<file path="src/rtl/iwb_pkg.sv">
package iwb_pkg;

  typedef enum logic [3:0] {
    ST_IDLE,
    ST_REQ_RDY,
    ST_REQ_DATA,
    ST_SNP_WAIT,
    ST_SNP_RDY,
    ST_GAP,
    ST_RSP,
    ST_WB_DATA,
    ST_MEMW
  } iwb_state_e;

  localparam logic [2:0] RSP_NONE   = 3'b000;
  localparam logic [2:0] RSP_NORMAL = 3'b001;
  localparam logic [2:0] RSP_NODATA = 3'b010;
  localparam logic [2:0] RSP_IMPWB  = 3'b100;

  // A request byte may always land; a writeback byte only where the request left the lane empty.
  function automatic logic lane_writable(input logic lane_from_req, input logic src_is_req);
    return src_is_req | ~lane_from_req;
  endfunction

  function automatic logic [2:0] pick_code(input logic hit, input logic is_wr);
    if (hit)        return RSP_IMPWB;
    else if (is_wr) return RSP_NODATA;
    else            return RSP_NORMAL;
  endfunction

endpackage

</file>
<file path="src/rtl/iwb_linebuf.sv">
module iwb_linebuf #(
  parameter int CHUNK_W = 64,
  parameter int CHUNKS  = 4,
  localparam int BE_W   = CHUNK_W / 8,
  localparam int IDX_W  = $clog2(CHUNKS),
  localparam int LINE_B = CHUNKS * BE_W
) (
  input  logic                 clk,
  input  logic                 rst,
  input  logic                 clr,
  input  logic                 wr_en,
  input  logic                 wr_from_req,
  input  logic [IDX_W-1:0]     wr_idx,
  input  logic [BE_W-1:0]      wr_be,
  input  logic [CHUNK_W-1:0]   wr_word,
  output logic [LINE_B*8-1:0]  line,
  output logic [LINE_B-1:0]    line_be,
  output logic                 any_valid
);

  for (genvar c = 0; c < CHUNKS; c++) begin : g_chunk
    for (genvar b = 0; b < BE_W; b++) begin : g_lane
      localparam int K = c * BE_W + b;
      logic [7:0] byte_q;
      logic       vld_q;
      logic       req_q;
      logic       hit;

      assign hit = wr_en && (wr_idx == IDX_W'(c)) && wr_be[b]
                   && iwb_pkg::lane_writable(req_q, wr_from_req);

      always_ff @(posedge clk) begin
        if (rst || clr) begin
          byte_q <= '0;
          vld_q  <= 1'b0;
          req_q  <= 1'b0;
        end else if (hit) begin
          byte_q <= wr_word[b*8 +: 8];
          vld_q  <= 1'b1;
          req_q  <= req_q | wr_from_req;
        end
      end

      assign line[K*8 +: 8] = byte_q;
      assign line_be[K]     = vld_q;
    end
  end

  assign any_valid = |line_be;

endmodule

</file>
<file path="src/rtl/iwb_seq.sv">
module iwb_seq #(
  parameter int CHUNKS = 4,
  localparam int IDX_W = $clog2(CHUNKS)
) (
  input  logic             clk,
  input  logic             rst,
  input  logic             txn_start,
  input  logic             txn_is_wr,
  input  logic             txn_hitm,
  input  logic             buf_free,
  input  logic             data_busy,
  input  logic             dat_valid,
  input  logic             dat_last,
  input  logic             any_valid,
  output logic             data_ready,
  output logic             rsp_valid,
  output logic [2:0]       rsp_code,
  output logic             mem_write_req,
  output logic             accept,
  output logic             buf_wr,
  output logic             buf_from_req,
  output logic [IDX_W-1:0] buf_idx,
  output logic             snp_rdy,
  output logic             ref_evt
);
  import iwb_pkg::*;

  iwb_state_e state_q, state_d;
  logic       wr_q, hit_q;
  logic [IDX_W-1:0] cnt_q;
  logic       req_phase, wb_phase, take_last;

  assign accept     = (state_q == ST_IDLE) && txn_start;
  assign req_phase  = (state_q == ST_REQ_RDY) || (state_q == ST_REQ_DATA);
  assign wb_phase   = (state_q == ST_WB_DATA);
  assign snp_rdy    = (state_q == ST_SNP_RDY);
  assign ref_evt    = snp_rdy && !data_busy;
  assign take_last  = dat_valid && dat_last;

  assign data_ready    = (state_q == ST_REQ_RDY) || snp_rdy;
  assign rsp_valid     = (state_q == ST_RSP);
  assign rsp_code      = rsp_valid ? pick_code(hit_q, wr_q) : RSP_NONE;
  assign mem_write_req = (state_q == ST_MEMW);

  assign buf_wr       = dat_valid && (req_phase || wb_phase);
  assign buf_from_req = req_phase;
  assign buf_idx      = cnt_q;

  always_comb begin
    state_d = state_q;
    unique case (state_q)
      ST_IDLE: if (txn_start) begin
        if (txn_is_wr)     state_d = ST_REQ_RDY;
        else if (txn_hitm) state_d = ST_SNP_WAIT;
        else               state_d = ST_RSP;
      end
      ST_REQ_RDY, ST_REQ_DATA: begin
        if (take_last)     state_d = hit_q ? ST_SNP_WAIT : ST_RSP;
        else               state_d = ST_REQ_DATA;
      end
      ST_SNP_WAIT: if (buf_free)   state_d = ST_SNP_RDY;
      ST_SNP_RDY:  if (!data_busy) state_d = ST_GAP;
      ST_GAP:      state_d = ST_RSP;
      ST_RSP: begin
        if (hit_q && data_busy) state_d = ST_WB_DATA;
        else if (any_valid)     state_d = ST_MEMW;
        else                    state_d = ST_IDLE;
      end
      ST_WB_DATA: if (take_last) state_d = ST_MEMW;
      ST_MEMW:    state_d = ST_IDLE;
      default:    state_d = ST_IDLE;
    endcase
  end

  always_ff @(posedge clk) begin
    if (rst) begin
      state_q <= ST_IDLE;
      wr_q    <= 1'b0;
      hit_q   <= 1'b0;
      cnt_q   <= '0;
    end else begin
      state_q <= state_d;
      if (accept) begin
        wr_q  <= txn_is_wr;
        hit_q <= txn_hitm;
        cnt_q <= '0;
      end else if (buf_wr) begin
        cnt_q <= dat_last ? '0 : cnt_q + 1'b1;
      end
    end
  end

endmodule

</file>
<file path="src/rtl/iwb_ctrl.sv">
module iwb_ctrl #(
  parameter int ADDR_W  = 32,
  parameter int CHUNK_W = 64,
  parameter int CHUNKS  = 4,
  localparam int BE_W   = CHUNK_W / 8,
  localparam int IDX_W  = $clog2(CHUNKS),
  localparam int LINE_B = CHUNKS * BE_W
) (
  input  logic                clk,
  input  logic                rst,
  input  logic                txn_start,
  input  logic [ADDR_W-1:0]   txn_addr,
  input  logic                txn_is_wr,
  input  logic                txn_hitm,
  input  logic                buf_free,
  input  logic                data_busy,
  input  logic                dat_valid,
  input  logic                dat_last,
  input  logic [BE_W-1:0]     dat_be,
  input  logic [CHUNK_W-1:0]  dat_word,
  output logic                data_ready,
  output logic                rsp_valid,
  output logic [2:0]          rsp_code,
  output logic                mem_write_req,
  output logic [ADDR_W-1:0]   mem_addr,
  output logic [LINE_B*8-1:0] mem_line,
  output logic [LINE_B-1:0]   mem_be
);

  logic             accept, buf_wr, buf_from_req, any_valid;
  logic             snp_rdy, ref_evt;
  logic [IDX_W-1:0] buf_idx;
  logic [BE_W-1:0]  wr_be;
  logic [ADDR_W-1:0] addr_q;

  iwb_seq #(.CHUNKS(CHUNKS)) u_seq (
    .clk(clk), .rst(rst),
    .txn_start(txn_start), .txn_is_wr(txn_is_wr), .txn_hitm(txn_hitm),
    .buf_free(buf_free), .data_busy(data_busy),
    .dat_valid(dat_valid), .dat_last(dat_last), .any_valid(any_valid),
    .data_ready(data_ready), .rsp_valid(rsp_valid), .rsp_code(rsp_code),
    .mem_write_req(mem_write_req), .accept(accept),
    .buf_wr(buf_wr), .buf_from_req(buf_from_req), .buf_idx(buf_idx),
    .snp_rdy(snp_rdy), .ref_evt(ref_evt)
  );

  // Writeback chunks always cover every lane.
  assign wr_be = buf_from_req ? dat_be : '1;

  iwb_linebuf #(.CHUNK_W(CHUNK_W), .CHUNKS(CHUNKS)) u_buf (
    .clk(clk), .rst(rst), .clr(accept),
    .wr_en(buf_wr), .wr_from_req(buf_from_req), .wr_idx(buf_idx),
    .wr_be(wr_be), .wr_word(dat_word),
    .line(mem_line), .line_be(mem_be), .any_valid(any_valid)
  );

  always_ff @(posedge clk) begin
    if (rst)         addr_q <= '0;
    else if (accept) addr_q <= txn_addr;
  end

  assign mem_addr = addr_q;

endmodule

</file>
<file path="config.mk">
export PLATFORM = sky130hd
export DESIGN_NAME = iwb_ctrl
export DESIGN_NICKNAME = d
export VERILOG_FILES = /design/src/rtl/iwb_pkg.sv /design/src/rtl/iwb_linebuf.sv /design/src/rtl/iwb_seq.sv /design/src/rtl/iwb_ctrl.sv
export SDC_FILE = /design/constraint.sdc
export NUM_CORES = 1
export LEC_CHECK = 0
export CAP_MARGIN = 20
export CORE_MARGIN = 1
export CORE_UTILIZATION = 47
export CTS_BUF_LIST = sky130_fd_sc_hd__clkbuf_4
export CTS_CLUSTER_DIAMETER = 50
export DETAILED_ROUTE_END_ITERATION = 7
export PLACE_DENSITY = 0.81
export SLEW_MARGIN = 30
export SYNTH_ARGS = -nofsm -noshare
export SYNTH_HDL_FRONTEND = slang
export SYNTH_HIERARCHICAL = 1
export SYNTH_SLANG_ARGS = --single-unit
</file>
<file path="constraint.sdc">
create_clock -name clk -period 3.85 [get_ports clk]
set_input_delay 0.385 -clock clk [delete_from_list [all_inputs] [get_ports clk]]
set_output_delay 0.385 -clock clk [all_outputs]
set_load 0.03 [all_outputs]
</file>
=== After elaboration in Yosys (flattened, before gate mapping) ===
Index checks and enable logic that the tools add are counted.

* Latch bits: 0
* Memories: 0
* Input port bits: 113
* Bits in registers: 360
* RAM bits: 0
* Output and inout bits: 326
* Memory bits (read-only): 0
* Logic and storage cells: 311

* Reductions and logical operators: 82
* $add $sub $neg: 1
* Mux-type cells: 16
* Multiply operators: 0
* Equal/unequal tests: 15
* Div/mod/pow operators: 0
* Shifts and indexed selects: 0
* $lt $le $gt $ge: 0
* Bitwise gates (word level): 96

{| class="wikitable"
|+ Operator list
! kind !! number
|-
| $logic_and A1 B1 Y1 || 72
|-
| $or A1 B1 Y1 || 64
|-
| $mux W4 || 8
|-
| $not A1 Y1 || 32
|-
| $reduce_or A32 Y1 || 1
|-
| $pmux W4 S7 || 1
|-
| $eq A4 B3 Y1 const B || 4
|-
| $mux W3 || 4
|-
| $eq A4 B2 Y1 const B || 2
|-
| $mux W8 || 1
|-
| $ne A2 B2 Y1 const B || 4
|-
| $eq A2 B2 Y1 const B || 2
|-
| $eq A4 B1 Y1 const B || 1
|-
| $eq A4 B4 Y1 const B || 1
|-
| $logic_not A4 Y1 || 1
|-
| $logic_or A1 B1 Y1 || 4
|-
| $mux W2 || 2
|-
| $reduce_and A4 Y1 || 1
|-
| $reduce_or A2 Y1 || 2
|-
| $add A2 B1 Y2 const B || 1
|-
| $eq A2 B1 Y1 const B || 1
|-
| $logic_not A2 Y1 || 1
|}

=== Longest topological paths before layout ===
* Depth in word-level cells: 7
* Gate-level depth with buffers: 11
* Gate-level depth less buffers: 6

=== Hierarchy ===
Netlist, hierarchy kept.

{| class="wikitable"
|+ Modules (own cells, without submodules)
! module !! area each (µm²) !! seq. area each (µm²) !! times used !! cells an instance
|-
| iwb_linebuf || 12131.6 || 6406.1 || 1 || 1220
|-
| iwb_ctrl || 1213.7 || 640.6 || 1 || 111
|-
| iwb_seq || 626.9 || 160.2 || 1 || 81
|}

=== Least setup slack after synthesis ===
Ideal clock, no wire load.

* Path type: register -> register
* Start: reg u_seq.state_q[2]
* End: reg u_buf.g_chunk[3].g_lane[0].vld_q
* Slack: 1494 ps
* Required time: 3735 ps
* Cell stages (with the launch flop): 9
* Arrival time: 2242 ps
* Period minus slack after synthesis: 2356 ps
* Path buffers: 4
* Setup time: 115 ps
* Cells stage by stage: dfxtp_1 > buf_6 > clkbuf_1 > nor3_1 > nand2b_1 > clkbuf_1 > and3_1 > buf_4 > o21a_1

* Elaborated cells between the ends (all ways): 14
* Classes of those cells: eq/ne (3); mux (1); bitwise (1); reduce/logical (9)

{| class="wikitable"
|+ RTL lines
! what !! RTL line !! RTL
|-
| start, declared || iwb_seq.sv:28 || <nowiki>iwb_state_e state_q, state_d;</nowiki>
|-
| start signal, assigned || iwb_seq.sv:82 || <nowiki>state_q <= state_d;</nowiki>
|-
| $eq A4 B1 Y1 / $eq A4 B2 Y1 (equally long branches) || iwb_seq.sv:34 || <nowiki>assign req_phase = (state_q == ST_REQ_RDY) || (state_q == ST_REQ_DATA);</nowiki>
|-
| $logic_or A1 B1 Y1 (*) || iwb_seq.sv:34 ||
|-
| net buf_from_req || iwb_ctrl.sv:30 || <nowiki>logic accept, buf_wr, buf_from_req, any_valid;</nowiki>
|-
| $mux W8 (*) || iwb_ctrl.sv:48 || <nowiki>assign wr_be = buf_from_req ? dat_be : '1;</nowiki>
|-
| net wr_be[0] || iwb_ctrl.sv:33 || <nowiki>logic [BE_W-1:0] wr_be;</nowiki>
|-
| $logic_and A1 B1 Y1 (*) || iwb_linebuf.sv:29 || <nowiki>assign hit = wr_en && (wr_idx == IDX_W'(c)) && wr_be[b]</nowiki>
|-
| $logic_and A1 B1 Y1 (*) || iwb_linebuf.sv:30 || <nowiki>&& iwb_pkg::lane_writable(req_q, wr_from_req);</nowiki>
|-
| end signal, assigned || iwb_linebuf.sv:35 || <nowiki>vld_q <= 1'b0;</nowiki>
|-
| end signal, assigned || iwb_linebuf.sv:39 || <nowiki>vld_q <= 1'b1;</nowiki>
|-
| end, declared || iwb_linebuf.sv:25 || <nowiki>logic vld_q;</nowiki>
|}

Mark *: on every way through the listed nets, which the timed path passes. The rest lies on a longest branch.
A chain may end at the register's enable or synchronous reset.

=== Worst setup path in the final report ===
* Start: reg u_seq.state_q[2]
* End: out rsp_code[1]

* Cells in the longest elaborated chain, start to end: 2

{| class="wikitable"
|+ Ends and longest elaborated chain
! what !! RTL line !! RTL
|-
| $eq A4 B3 Y1 || iwb_seq.sv:41 || <nowiki>assign rsp_valid = (state_q == ST_RSP);</nowiki>
|-
| $mux W3 || iwb_seq.sv:42 || <nowiki>assign rsp_code = rsp_valid ? pick_code(hit_q, wr_q) : RSP_NONE;</nowiki>
|-
| end, declared || iwb_ctrl.sv:23 || <nowiki>output logic [2:0] rsp_code,</nowiki>
|}

Every way passes these cells.

==> summary.txt <==
Status
  – Status: complete, no violations

Setup path
  – WP data required: 3460 ps
  – Worst R2R End: u_buf/g_chunk[3].g_lane[3].byte_q[6]
  – Worst R2R Setup Slack: 870 ps
  – CP startpoint: u_seq/state_q[2]
  – Critical path fanouts, max: 18
  – CP Data Arrival Time: 2790 ps
  – Crit end category: primary output
  – Crit path launch type: flop
  – Worst Path Class, Setup: flop to primary output
  – Reg2Reg Depth: 6
  – CP endpoint: rsp_code[1]
  – Critical R2R Launch: u_seq/state_q[2]

Timing
  – Least-Margin Pin Slew: 816 ps
  – Setup Viol. Count Final: 0
  – Fmax: 315 MHz
  – Worst setup margin: 675 ps
  – Pins Over Slew Limit: 0
  – Fin crit share: 0.825
  – Min cycle time layout: 3180 ps
  – RSZ-0062 raised after global routing: false
  – Skew final: 40.4 ps
  – Setup TNS: 0 ps
  – WHS: 308 ps
  – Slew HR: 0.455
  – Final Hold Viols: 0

Run
  – Number of max-cap violations: 0

Placed design
  – Placed cell count: 2109
  – Place WS: 915 ps
  – PortBufs: 438
  – DP HPWL: 28200 µm
  – Final GP Congestion: 0.846

Final layout
  – Share of cells above drive strength 1: 0.0905
  – Final Util: 0.666
  – Most frequent cells in the layout: clkdlybuf4s50_1, dfxtp_1, nand2_1
  – # nets final: 1932
  – Final non-filler cell total: 2265
  – Area Growth Syn to Fin: 38.0%
  – Commonest non-fill, non-tap cell in the layout: clkdlybuf4s50_1

Die
  – Row count: 62
  – Die area: 30400 µm²
  – Area of the core: 28900 µm²
  – Die Ht: 174 µm
  – Initial Util: 0.482
  – Die width: 174 µm
  – I/O pin cnt: 439

Logic synthesis
  – Syn_area_per_cell: 9.90 µm²
  – Synth Instances: 1410
  – Syn. warnings: 6
  – Syn Nets: 1523
  – Post-Syn Area: 14000 µm²

Clocking
  – H-tree levels: 3
  – Cts hold-fix bufs: 0
  – Clock buffer depth: 3
  – Clk_lat worst skew: 700 ps
  – Post-cts gate resize count: 0
  – Worst-path clk slew: 70 ps
  – CTS Buf Count: 92
  – CTS tree: yes
  – Setup repair bufs after CTS: 0
  – Clock Sinks: 360
  – Root buf cell: clkbuf_4

Global routing
  – Vias in the first global route: 11528
  – Grt ovf: 0
  – GRT Total Usage: 0.257
  – Pin count of the biggest net entering global routing: 111
  – First-pass GRT wire length: 62200 µm
  – Initial antenna violation count: 2

Detailed routing
  – Avg WL per Cell: 17.5 µm
  – Initial DRC count: 567
  – Vias: 11368
  – WL final: 39700 µm
  – Drt drc: 0
  – Final ANT Viol Nets: 0
  – First-pass detailed-route iteration total: 5
  – DR vias/cell: 5.02

Power and ir drop
  – Leakage Power: 8.05 nW
  – Peak VDD IR: 302 µV
  – PD cells: 529 nW/µm²

Min path
  – Hold depth: 3
  – HP Class: input pin to flop
## flip-flops by register name, summed over array words and instances, names as in the netlist
name	cells
u_seq/wr_q	1
u_seq/state_q	4
u_seq/buf_idx	2
u_buf/g_chunk.g_lane.vld_q	32
u_buf/g_chunk.g_lane.byte_q	256
u_buf/g_chunk.g_lane.req_q	32
mem_addr	32
u_seq/hit_q	1
## worst max-delay path: stages (launching register included)
cell and delay [ps]:
dfxtp_1 720, nand3b_1 310, nor4b_1 350, clkdlybuf4s50_1 740
## how the worst min path moves through the flow
stage,start,to,slack (ps)
floorplan,u_buf/g_chunk[0].g_lane[0].req_q,u_buf/g_chunk[0].g_lane[0].req_q,440
detailed placement,u_buf/g_chunk[3].g_lane[2].byte_q[2],u_buf/g_chunk[3].g_lane[2].byte_q[2],450
finish,txn_addr[28],mem_addr[28],310
CTS,txn_addr[21],mem_addr[21],240
global placement,u_buf/g_chunk[3].g_lane[0].byte_q[2],u_buf/g_chunk[3].g_lane[0].byte_q[2],440
global route,txn_addr[24],mem_addr[24],240
## power breakdown
group	switching (W)	internal (W)	total, W
logic	0.00171	0.00110	0.00280
clock network	0.00148	0.00175	0.00323
registers	0.000194	0.00396	0.00415
total	0.00338	0.00680	0.0102
## layout make-up
cell class,count,area (µm²)
multi-input cells,901,5860
well taps,384,480
diodes,2,5.00
clock inverters,17,129
fillers,2340,9680
repair buffers,447,4490
flip-flops and latches,360,7210
inverters,17,63.8
clock buffers,137,1030
## through the flow
stage                     cell area (µm²)  power [W]
after floorplan                     14000    0.00621
after global placement              18100    0.00699
after detailed placement            18100    0.00703
after CTS                           19300     0.0103
after global routing                19300     0.0107
final                               19300     0.0102
## metal layers
| metal | part of all wire | track usage | up-vias |
|---|---|---|---|
| met5 | 0 | 0 | - |
| met4 | 0.043 | 0.140 | 0 |
| met3 | 0.070 | 0.0739 | 105 |
| met2 | 0.48 | 0.433 | 404 |
| met1 | 0.40 | 0.293 | 5328 |
| li1 | - | - | 5531 |
Power figures use the tool's default switching activity.
